File: src/rtl/hub_pkg.sv
package hub_pkg;

    typedef enum logic [1:0] {
        ST_IDLE    = 2'd0,
        ST_HEAD    = 2'd1,
        ST_PAYLOAD = 2'd2
    } hub_state_e;

    typedef enum logic [1:0] {
        CFG_OWNER = 2'd0,
        CFG_PRIO  = 2'd1,
        CFG_COUNT = 2'd2
    } cfg_kind_e;

    localparam int         DEST_W     = 8;
    localparam logic [7:0] DEST_BCAST = 8'hFF;

endpackage

File: src/rtl/hub_sched.sv
module hub_sched
    import hub_pkg::*;
#(
    parameter int PROD      = 8,
    parameter int PW        = 3,
    parameter int PRIO_W    = 4,
    parameter int MAX_SLOTS = 96,
    parameter int SLOT_AW   = 7,
    parameter int CNT_W     = 7,
    parameter int CFG_AW    = 7,
    parameter int CFG_DW    = 8
) (
    input  logic                     clk,
    input  logic                     rst_n,
    input  logic                     cfg_we,
    input  logic [1:0]               cfg_kind,
    input  logic [CFG_AW-1:0]        cfg_addr,
    input  logic [CFG_DW-1:0]        cfg_data,
    input  logic                     advance,
    output logic [PW-1:0]            nxt_owner,
    output logic [PROD*PRIO_W-1:0]   prio_flat
);

    logic [PW-1:0]      owner_q [MAX_SLOTS];
    logic [PRIO_W-1:0]  prio_q  [PROD];
    logic [CNT_W-1:0]   cnt_q;
    logic [SLOT_AW-1:0] cur_slot;
    logic [SLOT_AW-1:0] nxt_slot;
    logic               cfg_ok;

    assign cfg_ok = cfg_we && !rst_n;

    always_ff @(posedge clk) begin
        if (cfg_ok && cfg_kind == CFG_OWNER && int'(cfg_addr) < MAX_SLOTS)
            owner_q[SLOT_AW'(cfg_addr)] <= PW'(cfg_data);
        if (cfg_ok && cfg_kind == CFG_PRIO && int'(cfg_addr) < PROD)
            prio_q[PW'(cfg_addr)] <= PRIO_W'(cfg_data);
        if (cfg_ok && cfg_kind == CFG_COUNT) begin
            if (cfg_data == '0)
                cnt_q <= CNT_W'(1);
            else if (int'(cfg_data) > MAX_SLOTS)
                cnt_q <= CNT_W'(MAX_SLOTS);
            else
                cnt_q <= CNT_W'(cfg_data);
        end
    end

    always_comb begin
        if (int'(cur_slot) + 1 >= int'(cnt_q))
            nxt_slot = '0;
        else
            nxt_slot = cur_slot + 1'b1;
    end

    always_ff @(posedge clk) begin
        if (!rst_n)
            cur_slot <= SLOT_AW'(int'(cnt_q) - 1);
        else if (advance)
            cur_slot <= nxt_slot;
    end

    assign nxt_owner = owner_q[nxt_slot];

    for (genvar p = 0; p < PROD; p++) begin : g_prio
        assign prio_flat[p*PRIO_W +: PRIO_W] = prio_q[p];
    end

endmodule

File: src/rtl/hub_arbiter.sv
module hub_arbiter #(
    parameter int PROD   = 8,
    parameter int PW     = 3,
    parameter int PRIO_W = 4
) (
    input  logic [PROD-1:0]        req,
    input  logic [PW-1:0]          owner,
    input  logic [PROD*PRIO_W-1:0] prio_flat,
    output logic                   gnt_valid,
    output logic [PW-1:0]          gnt_idx
);

    logic [PRIO_W-1:0] best;

    always_comb begin
        gnt_valid = 1'b0;
        gnt_idx   = '0;
        best      = '0;
        if (req[owner]) begin
            gnt_valid = 1'b1;
            gnt_idx   = owner;
        end else begin
            for (int i = 0; i < PROD; i++) begin
                if (req[i] && (!gnt_valid || prio_flat[i*PRIO_W +: PRIO_W] > best)) begin
                    gnt_valid = 1'b1;
                    gnt_idx   = PW'(i);
                    best      = prio_flat[i*PRIO_W +: PRIO_W];
                end
            end
        end
    end

endmodule

File: src/rtl/hub_xbar.sv
module hub_xbar
    import hub_pkg::*;
#(
    parameter int ROUTERS = 4,
    parameter int FLIT_W  = 32,
    parameter int RW      = 2
) (
    input  logic                      route_en,
    input  logic [RW-1:0]             src_router,
    input  logic [DEST_W-1:0]         dest,
    input  logic [ROUTERS*FLIT_W-1:0] in_data,
    output logic [ROUTERS*FLIT_W-1:0] out_data,
    output logic [ROUTERS-1:0]        tx_active
);

    logic [FLIT_W-1:0] src_flit;

    assign src_flit = in_data[int'(src_router)*FLIT_W +: FLIT_W];

    for (genvar r = 0; r < ROUTERS; r++) begin : g_port
        logic hit;
        assign hit = route_en && (dest == DEST_BCAST || int'(dest) == r);
        assign tx_active[r] = hit;
        assign out_data[r*FLIT_W +: FLIT_W] = hit ? src_flit : '0;
    end

endmodule

File: src/rtl/hub_top.sv
module hub_top
    import hub_pkg::*;
#(
    parameter int ROUTERS       = 4,
    parameter int NI_PER_ROUTER = 2,
    parameter int FLIT_W        = 32,
    parameter int FLITS_PER_PKT = 3,
    parameter int CYC_PER_FLIT  = 1,
    parameter int MAX_SLOTS     = 96,
    parameter int PRIO_W        = 4,
    parameter int CFG_AW        = 7,
    parameter int CFG_DW        = 8
) (
    input  logic                              clk,
    input  logic                              rst_n,
    input  logic                              cfg_we,
    input  logic [1:0]                        cfg_kind,
    input  logic [CFG_AW-1:0]                 cfg_addr,
    input  logic [CFG_DW-1:0]                 cfg_data,
    input  logic [ROUTERS*NI_PER_ROUTER-1:0]  req_i,
    output logic [ROUTERS*NI_PER_ROUTER-1:0]  access_o,
    input  logic [ROUTERS*FLIT_W-1:0]         in_data_i,
    output logic [ROUTERS*FLIT_W-1:0]         out_data_o,
    output logic [ROUTERS-1:0]                tx_active_o
);

    localparam int PROD     = ROUTERS * NI_PER_ROUTER;
    localparam int PW       = (PROD > 1) ? $clog2(PROD) : 1;
    localparam int RW       = (ROUTERS > 1) ? $clog2(ROUTERS) : 1;
    localparam int SLOT_LEN = FLITS_PER_PKT * CYC_PER_FLIT;
    localparam int PH_W     = (SLOT_LEN > 1) ? $clog2(SLOT_LEN) : 1;
    localparam int SLOT_AW  = (MAX_SLOTS > 1) ? $clog2(MAX_SLOTS) : 1;
    localparam int CNT_W    = $clog2(MAX_SLOTS + 1);
    localparam int HDR_LSB  = FLIT_W - DEST_W;

    hub_state_e            state_q, state_d;
    logic [PH_W-1:0]       phase_q;
    logic [PW-1:0]         gnt_idx_q;
    logic [DEST_W-1:0]     dest_q;
    logic [PW-1:0]         nxt_owner;
    logic [PROD*PRIO_W-1:0] prio_flat;
    logic                  arb_valid;
    logic [PW-1:0]         arb_idx;
    logic                  phase_last;
    logic [RW-1:0]         src_router;
    logic [DEST_W-1:0]     live_dest;
    logic [DEST_W-1:0]     route_dest;
    logic                  route_en;

    assign phase_last = (phase_q == PH_W'(SLOT_LEN - 1));
    assign src_router = RW'(gnt_idx_q / PW'(NI_PER_ROUTER));
    assign live_dest  = in_data_i[int'(src_router)*FLIT_W + HDR_LSB +: DEST_W];

    hub_sched #(
        .PROD(PROD), .PW(PW), .PRIO_W(PRIO_W), .MAX_SLOTS(MAX_SLOTS),
        .SLOT_AW(SLOT_AW), .CNT_W(CNT_W), .CFG_AW(CFG_AW), .CFG_DW(CFG_DW)
    ) u_sched (
        .clk(clk), .rst_n(rst_n), .cfg_we(cfg_we), .cfg_kind(cfg_kind),
        .cfg_addr(cfg_addr), .cfg_data(cfg_data), .advance(phase_last),
        .nxt_owner(nxt_owner), .prio_flat(prio_flat)
    );

    hub_arbiter #(.PROD(PROD), .PW(PW), .PRIO_W(PRIO_W)) u_arb (
        .req(req_i), .owner(nxt_owner), .prio_flat(prio_flat),
        .gnt_valid(arb_valid), .gnt_idx(arb_idx)
    );

    // next-state selection
    always_comb begin
        state_d = state_q;
        unique case (state_q)
            ST_IDLE: begin
                if (phase_last) state_d = arb_valid ? ST_HEAD : ST_IDLE;
            end
            ST_HEAD: begin
                if (phase_last)
                    state_d = arb_valid ? ST_HEAD : ST_IDLE;
                else if (phase_q == PH_W'(CYC_PER_FLIT - 1))
                    state_d = ST_PAYLOAD;
            end
            ST_PAYLOAD: begin
                if (phase_last) state_d = arb_valid ? ST_HEAD : ST_IDLE;
            end
            default: state_d = ST_IDLE;
        endcase
    end

    // state register
    always_ff @(posedge clk) begin
        if (!rst_n) begin
            state_q   <= ST_IDLE;
            phase_q   <= PH_W'(SLOT_LEN - 1);
            gnt_idx_q <= '0;
            dest_q    <= '0;
        end else begin
            state_q <= state_d;
            phase_q <= phase_last ? '0 : phase_q + 1'b1;
            if (phase_last && arb_valid) gnt_idx_q <= arb_idx;
            if (state_q == ST_HEAD)      dest_q    <= live_dest;
        end
    end

    // outputs
    always_comb begin
        access_o   = '0;
        route_en   = 1'b0;
        route_dest = dest_q;
        unique case (state_q)
            ST_IDLE: ;
            ST_HEAD: begin
                access_o[gnt_idx_q] = 1'b1;
                route_en            = 1'b1;
                route_dest          = live_dest;
            end
            ST_PAYLOAD: begin
                access_o[gnt_idx_q] = 1'b1;
                route_en            = 1'b1;
            end
            default: ;
        endcase
    end

    hub_xbar #(.ROUTERS(ROUTERS), .FLIT_W(FLIT_W), .RW(RW)) u_xbar (
        .route_en(route_en), .src_router(src_router), .dest(route_dest),
        .in_data(in_data_i), .out_data(out_data_o), .tx_active(tx_active_o)
    );

endmodule

File: config.mk
export PLATFORM = sky130hd
export DESIGN_NAME = hub_top
export DESIGN_NICKNAME = d
export VERILOG_FILES = /design/src/rtl/hub_pkg.sv /design/src/rtl/hub_sched.sv /design/src/rtl/hub_arbiter.sv /design/src/rtl/hub_xbar.sv /design/src/rtl/hub_top.sv
export SDC_FILE = /design/constraint.sdc
export NUM_CORES = 1
export LEC_CHECK = 0
export ABC_AREA = 1
export BUFFER_PORTS_ARGS = -buffer_cell sky130_fd_sc_hd__buf_2
export CAP_MARGIN = 40
export CORE_MARGIN = 2
export CORE_UTILIZATION = 40
export DETAILED_ROUTE_END_ITERATION = 7
export GPL_TIMING_DRIVEN = 0
export PLACE_DENSITY = 0.64
export SYNTH_ARGS = -nofsm -noshare
export SYNTH_HDL_FRONTEND = slang
export SYNTH_HIERARCHICAL = 1
export SYNTH_SLANG_ARGS = --single-unit
File: constraint.sdc
create_clock -name clk -period 10.3 [get_ports clk]
set_clock_uncertainty 0.2 [all_clocks]
set_input_delay 2.06 -clock clk [delete_from_list [all_inputs] [get_ports clk]]
set_output_delay 2.06 -clock clk [all_outputs]
set_load 0.02 [all_outputs]
Yosys cells after proc, flatten, opt, wreduce, memory -nomap -nowiden
Memory sizes are Yosys's and may differ from the RTL's. Cells that the tools add are included.

Memories: 2. Bits in writable memories: 320. Output and inout bits: 140. Input bits: 156. Word-level logic and storage cells: 155. Bits in registers: 29.

Shift operators: 2. Eq/ne operators: 12. $lt $le $gt $ge: 14. Muxes and demuxes: 63. Reduce and logical (&&, ||, !) cells: 48. Add/subtract/negate cells: 5. Bitwise gates (word level): 1.

Memories: u_sched.owner_q (words 96, bits a word 3, rd ports 1, clocked after memory_dff 0, write ports 1, RTL line hub_sched.sv:24) `logic [PW-1:0] owner_q [MAX_SLOTS];`; u_sched.prio_q (words 8, bits a word 4, rd ports 8, clocked after memory_dff 0, write ports 1, RTL line hub_sched.sv:25) `logic [PRIO_W-1:0] prio_q [PROD];`.

Operators with widths (number): $mux W32 (4); $shiftx A128 B8 Y32 (1); $shiftx A128 B9 Y8 (1); $mux W4 (14); $ge A32 B8 Y1 (1); $gt A4 B4 Y1 (7); $mux W7 (4); $mux W1 (25); $logic_and A1 B1 Y1 (19); $eq A8 B3 Y1 const B (2); $logic_not A8 Y1 (2); $mux W8 (2); $mux W3 (5); $mux W2 (6); $logic_or A1 B1 Y1 (11); $add A7 B1 Y8 const B (1); $add A7 B5 Y8 const B (1); $eq A8 B2 Y1 const B (1); $eq A8 B8 Y1 const B (1); $gt A8 B7 Y1 const B (1); $logic_not A1 Y1 (8); $lt A3 B4 Y1 const B (2); $reduce_or A2 Y1 (4); $add A7 B1 Y7 const B (1); other kinds (15) (21).

Depth between registers and ports, before layout
An unclocked memory read counts as a cell.

Word-level depth: 45. Depth in mapped cells: 78. Mapped depth without buffers: 78.

Modules after synthesis
The synthesis kept the hierarchy.

Modules (own cells, without submodules): hub_sched (instances 1, cells each 1346, sequential area each 10029.6 um^2, area each 15005.6 um^2); hub_xbar (instances 1, cells each 429, sequential area each 0.0 um^2, area each 1858.0 um^2); hub_arbiter (instances 1, cells each 241, sequential area each 0.0 um^2, area each 1340.0 um^2); hub_top (instances 1, cells each 176, sequential area each 300.3 um^2, area each 1059.8 um^2).

Least setup slack after synthesis
No wires, ideal clock.

Path type: input to register. Start: in req_i[0]. End: reg gnt_idx_q[2]. Path buffers: 0. Required time: 9.980 ns. Arrival: 9.120 ns. Stages: 70. Setup time: 0.120 ns. Path slack: 0.860 ns. Cells stage by stage: nand2_1 ha_1 nand2_1 inv_2 nand2_1 nand2_1 nand2_1 nand2_2 nand2_2 nand2_1 nand2_1 inv_1 ha_1 inv_1 nor2_1 o21ai_1 nand2_1 nand2_1 [34 not listed] o21ai_0 o21ai_4 nand2_4 or2_0 nand2_1 ha_1 inv_1 nor2_1 o21bai_1 nand2_1 o21ai_0 nand2_1 nand2_1 nand2_2 nor3_2 o21ai_1 o21ai_0 a21oi_1.

Elaborated cells on any way between the ends: 66. Those cells by class: order compare: 7; mux: 37; reduce/logical: 22.

RTL lines: start, declared (RTL line hub_top.sv:20) `input logic [ROUTERS*NI_PER_ROUTER-1:0] req_i,`; $mux W4 or $mux W1 (tied branches) (RTL line hub_arbiter.sv:24) `if (req[i] && (!gnt_valid || prio_flat[i*PRIO_W +: PRIO_W] > best)) begin`; $mux W4 or $mux W1 (tied branches) (RTL line hub_arbiter.sv:19) `if (req[owner]) begin`; $gt A4 B4 Y1 or $logic_not A1 Y1 (tied branches) (RTL line hub_arbiter.sv:24); $logic_or A1 B1 Y1 (RTL line hub_arbiter.sv:24); $logic_and A1 B1 Y1 (RTL line hub_arbiter.sv:24); $mux W4 or $mux W1 (tied branches) (RTL line hub_arbiter.sv:24); $mux W4 or $mux W1 (tied branches) (RTL line hub_arbiter.sv:19); $gt A4 B4 Y1 or $logic_not A1 Y1 (tied branches) (RTL line hub_arbiter.sv:24); [22 not listed]; $mux W4 or $mux W1 (tied branches) (RTL line hub_arbiter.sv:24); $mux W4 or $mux W1 (tied branches) (RTL line hub_arbiter.sv:19); $gt A4 B4 Y1 or $logic_not A1 Y1 (tied branches) (RTL line hub_arbiter.sv:24); $logic_or A1 B1 Y1 (RTL line hub_arbiter.sv:24); $logic_and A1 B1 Y1 (RTL line hub_arbiter.sv:24); $mux W3 (RTL line hub_arbiter.sv:24); $mux W3 (*) (RTL line hub_arbiter.sv:19); via arb_idx[2] (RTL line hub_top.sv:43) `logic [PW-1:0] arb_idx;`; end signal, assigned (RTL line hub_top.sv:98) `if (phase_last && arb_valid) gnt_idx_q <= arb_idx;`; end, declared (RTL line hub_top.sv:38) `logic [PW-1:0] gnt_idx_q;`.

The timed path passes the listed nets; every way through them passes the cells marked *. The select of a mux whose other input is x is not followed. A chain may end at the register's enable or synchronous reset.

Worst setup path in the final report
Start: in req_i[0]. End: reg gnt_idx_q[1].

Same word-level chain as after synthesis.

==> results.json <==
{
  "cts.sink_count": 349,
  "syn_nets": 2389,
  "timing.rr.start": "u_sched/prio_q[1][3]",
  "grt_start_max_net_pins": 68,
  "first_global_vias": 16640,
  "multi_input_area_mm2": 0.007627,
  "grt_use_total": 0.2606,
  "synthesis.area_per_instance_um2": 8.788,
  "worst_hold_path_type": "reg -> reg",
  "slowest_delay_ns": 0.31,
  "wirelength_um": 67910,
  "synth_seq_cells": 349,
  "worstPathMaxFanout": 8,
  "setup.reg_to_reg.worst_slack_ns": 1.82,
  "antenna_violations_before_repair": 4,
  "cell_occurring_most_often_along_the_worst_timing_path": "sky130_fd_sc_hd__nand2_1",
  "peakVddDrop_mv": 0.1039,
  "placedCellCount": 3113,
  "worstPathBufferInverterCount": 9,
  "core_mm2": 0.04765,
  "port_buffers": 292,
  "min_from": "phase_q[0]",
  "timing.critical_path.max_delay_family": "simple AND/OR/NAND/NOR gates",
  "final_max_slew_viol_count": 0,
  "route.detailed.drc": 0,
  "top_ports": 296,
  "post_layout_nonfiller_instances": 3190,
  "worst_setup_sp_type": "primary input",
  "timing.final.crit_period_ns": 9.726,
  "clk-insertion-delay-late_ns": 0.54,
  "yosysTopAreaCell": "sky130_fd_sc_hd__edfxtp_1",
  "report.final.setup_viol": 0,
  "worst_ep_required_ns": 10.54,
  "post_synth_inst_count": 2192,
  "reg2reg_depth": 71,
  "num_vias": 17630,
  "clk_pin_slew_worst_paths_ns": 0.06,
  "floorplan.die_area_mm2": 0.04993,
  "layout.area.seq_mm2": 0.01033,
  "maxClockFrequency_mhz": 102.8,
  "wl_per_cell_um": 21.29,
  "synth.distinct_cells": 48,
  "placementRows": 80,
  "drt-vias-per-instance": 5.526,
  "synth_seq_area_share": 0.5362,
  "asyncSetResetFlopFracSynth": 0,
  "drt.antenna.violating_nets": 0,
  "outcome": "finished clean",
  "holdPathStages": 1,
  "finalWeightedCongestion": 0.9522,
  "floorplan.die.width_um": 223.5,
  "grt_pass1_wl_um": 98730,
  "fraction_of_the_cycle_the_final_worst_path_needs": 0.9442,
  "worst_slew_pin_slew_ns": 0.9218,
  "die-height_um": 223.5,
  "crit_type": "in -> reg",
  "initial_utilization": 0.4043,
  "maxCapViolCount": 0,
  "cts_buffers": 37,
  "firstDrtPassIters": 5,
  "cts_max_level": 2,
  "synth-edff-count": 334,
  "worst_setup_path_end_kind": "flip-flop",
  "yosysTopAreaCellShare": 0.5207,
  "place.detailed.hpwl_um": 49040,
  "utilization": 0.4911,
  "relSlewSlack": 0.3798,
  "nets": 2743,
  "min_to": "phase_q[0]",
  "synthesis.yosys.warnings": 6,
  "syn_std_cell_area_mm2": 0.01926,
  "r2r-end": "gnt_idx_q[1]",
  "hold_viol": 0,
  "power-per-cell-area_mw_per_mm2": 190.4,
  "timing.critical_path.arrival_ns": 9.97,
  "area_growth_pct": 21.46,
  "num-fill-cells": 4483,
  "clock_path_buffers": 3,
  "synth_top_cells_by_area": "sky130_fd_sc_hd__edfxtp_1 (52%), sky130_fd_sc_hd__nand2_1 (8.6%), sky130_fd_sc_hd__nand3_1 (8.0%), sky130_fd_sc_hd__nor2_1 (6.6%), sky130_fd_sc_hd__inv_1 (4.3%)",
  "drive_gt1_frac": 0.2471,
  "power.static_leakage_nw": 10.32,
  "clock_root_buffer": "sky130_fd_sc_hd__clkbuf_16",
  "ctsHoldBuffers": 0,
  "initialDrtViolationCount": 1789,
  "ys_dominant_reg_cell": "sky130_fd_sc_hd__edfxtp_1",
  "cts_tree": "yes",
  "globalRoute.totalOverflow": 0,
  "cp_slowest_cell": "sky130_fd_sc_hd__ha_1"
}
## how the worst max path moves through the flow
stage	end	from	slack, ns	cells after the start
2_1_floorplan	gnt_idx_q[2]	req_i[0]	0.86	70
3_3_place_gp	gnt_idx_q[2]	req_i[0]	-0.57	71
3_5_place_dp	gnt_idx_q[2]	req_i[0]	-0.64	73
4_1_cts	gnt_idx_q[2]	req_i[0]	0.02	73
5_1_grt	gnt_idx_q[2]	req_i[0]	-0.03	72
6_report	gnt_idx_q[1]	req_i[0]	0.57	73
## layout by cell type, fill, tap and decap left out, drive strengths merged, types with 6 or more instances in the layout
cell type and instances:
a21oi 22, and2 8, buf 397, clkbuf 85, clkinv 13, dfxtp 15, edfxtp 334, ha 41
inv 240, nand2 467, nand3 311, nand4 76, nor2 346, nor3 6, nor4 8, o211ai 46
o21ai 55, or2 77, xor2 6
## per-layer routing
layer	track usage	vias up	routed length (um)
met2	0.4113	955	30650
met4	0.07634	8	1892
met3	0.06071	150	7396
met5	0	-	51
li1	-	8055	-
met1	0.3584	8461	27920
## metrics by stage
stage | cell area [um^2] | hold WS, ns | total power [mW] | setup WS [ns] | setup TNS, ns
after global placement | 21490 | 0.2355 | 3.011 | -0.5669 | -1.541
after global routing | 23390 | 0.2797 | 4.634 | -0.03120 | -0.03120
after floorplan | 19260 | 0.2251 | 2.522 | 0.8598 | 0
final | 23400 | 0.2506 | 4.455 | 0.5745 | 0
after CTS | 22980 | 0.2514 | 4.388 | 0.02321 | 0
after detailed placement | 21710 | 0.2431 | 3.030 | -0.6354 | -1.800
## what timing repair did
action | in CTS | in global routing
resized for setup | 6 | 83
hold endpoints to repair | 0 | 0
gates cloned | 0 | 1
pin swaps | 0 | 35
endpoints found under the setup margin | 3 | 3
buffers inserted | 0 | 8
## Yosys cell counts, types with 3 or more instances
master / count
sky130_fd_sc_hd__a21oi_1: 21
sky130_fd_sc_hd__and2_1: 8
sky130_fd_sc_hd__buf_1: 5
sky130_fd_sc_hd__buf_2: 34
sky130_fd_sc_hd__buf_4: 25
sky130_fd_sc_hd__buf_6: 19
sky130_fd_sc_hd__clkbuf_1: 38
sky130_fd_sc_hd__dfxtp_1: 15
sky130_fd_sc_hd__edfxtp_1: 334
sky130_fd_sc_hd__ha_1: 41
sky130_fd_sc_hd__inv_1: 220
sky130_fd_sc_hd__inv_2: 18
sky130_fd_sc_hd__nand2_1: 442
sky130_fd_sc_hd__nand2_2: 22
sky130_fd_sc_hd__nand3_1: 308
sky130_fd_sc_hd__nand4_1: 76
sky130_fd_sc_hd__nor2_1: 337
sky130_fd_sc_hd__nor2_2: 5
sky130_fd_sc_hd__nor2_4: 3
sky130_fd_sc_hd__nor3_1: 4
sky130_fd_sc_hd__nor4_1: 8
sky130_fd_sc_hd__o211ai_1: 46
sky130_fd_sc_hd__o21ai_0: 36
sky130_fd_sc_hd__o21ai_1: 17
sky130_fd_sc_hd__or2_0: 8
sky130_fd_sc_hd__or2_1: 10
sky130_fd_sc_hd__or2_2: 59
sky130_fd_sc_hd__xor2_1: 6
## registers in the layout, summed over array words and instances (netlist names)
| register | flops |
|---|---|
| u_sched/owner_q | 288 |
| gnt_idx_q | 3 |
| u_sched/prio_q | 32 |
| u_sched/cur_slot | 7 |
| phase_q | 2 |
| u_sched/cnt_q | 7 |
| state_q | 2 |
| dest_q | 8 |
## layout make-up
| cell class | instances | share of cell area |
|---|---|---|
| well taps | 615 | 0.03289 |
| repair buffers | 314 | 0.07487 |
| inverters | 241 | 0.03930 |
| clock inverters | 20 | 0.009786 |
| flip-flops and latches | 349 | 0.4415 |
| multi-input cells | 1481 | 0.3260 |
| plain buffers | 122 | 0.03219 |
| diodes | 1 | 0.0001070 |
| clock buffers | 47 | 0.04337 |
## report_power, final
part	leakage, nW	switching, mW	internal (mW)	total (mW)
registers	3.13	0.0114	1.57	1.58
logic	6.59	1.06	0.454	1.51
clock network	0.598	0.557	0.804	1.36
## cells by family after synthesis
kind of cell | Yosys count | synth area share
compound gates | 131 | 0.04306
xor+xnor | 7 | 0.003183
fa+ha+maj | 41 | 0.02663
buf+inv | 363 | 0.08645
flops | 349 | 0.5362
simple gates | 1301 | 0.3044
Power figures use the tool's default switching activity.
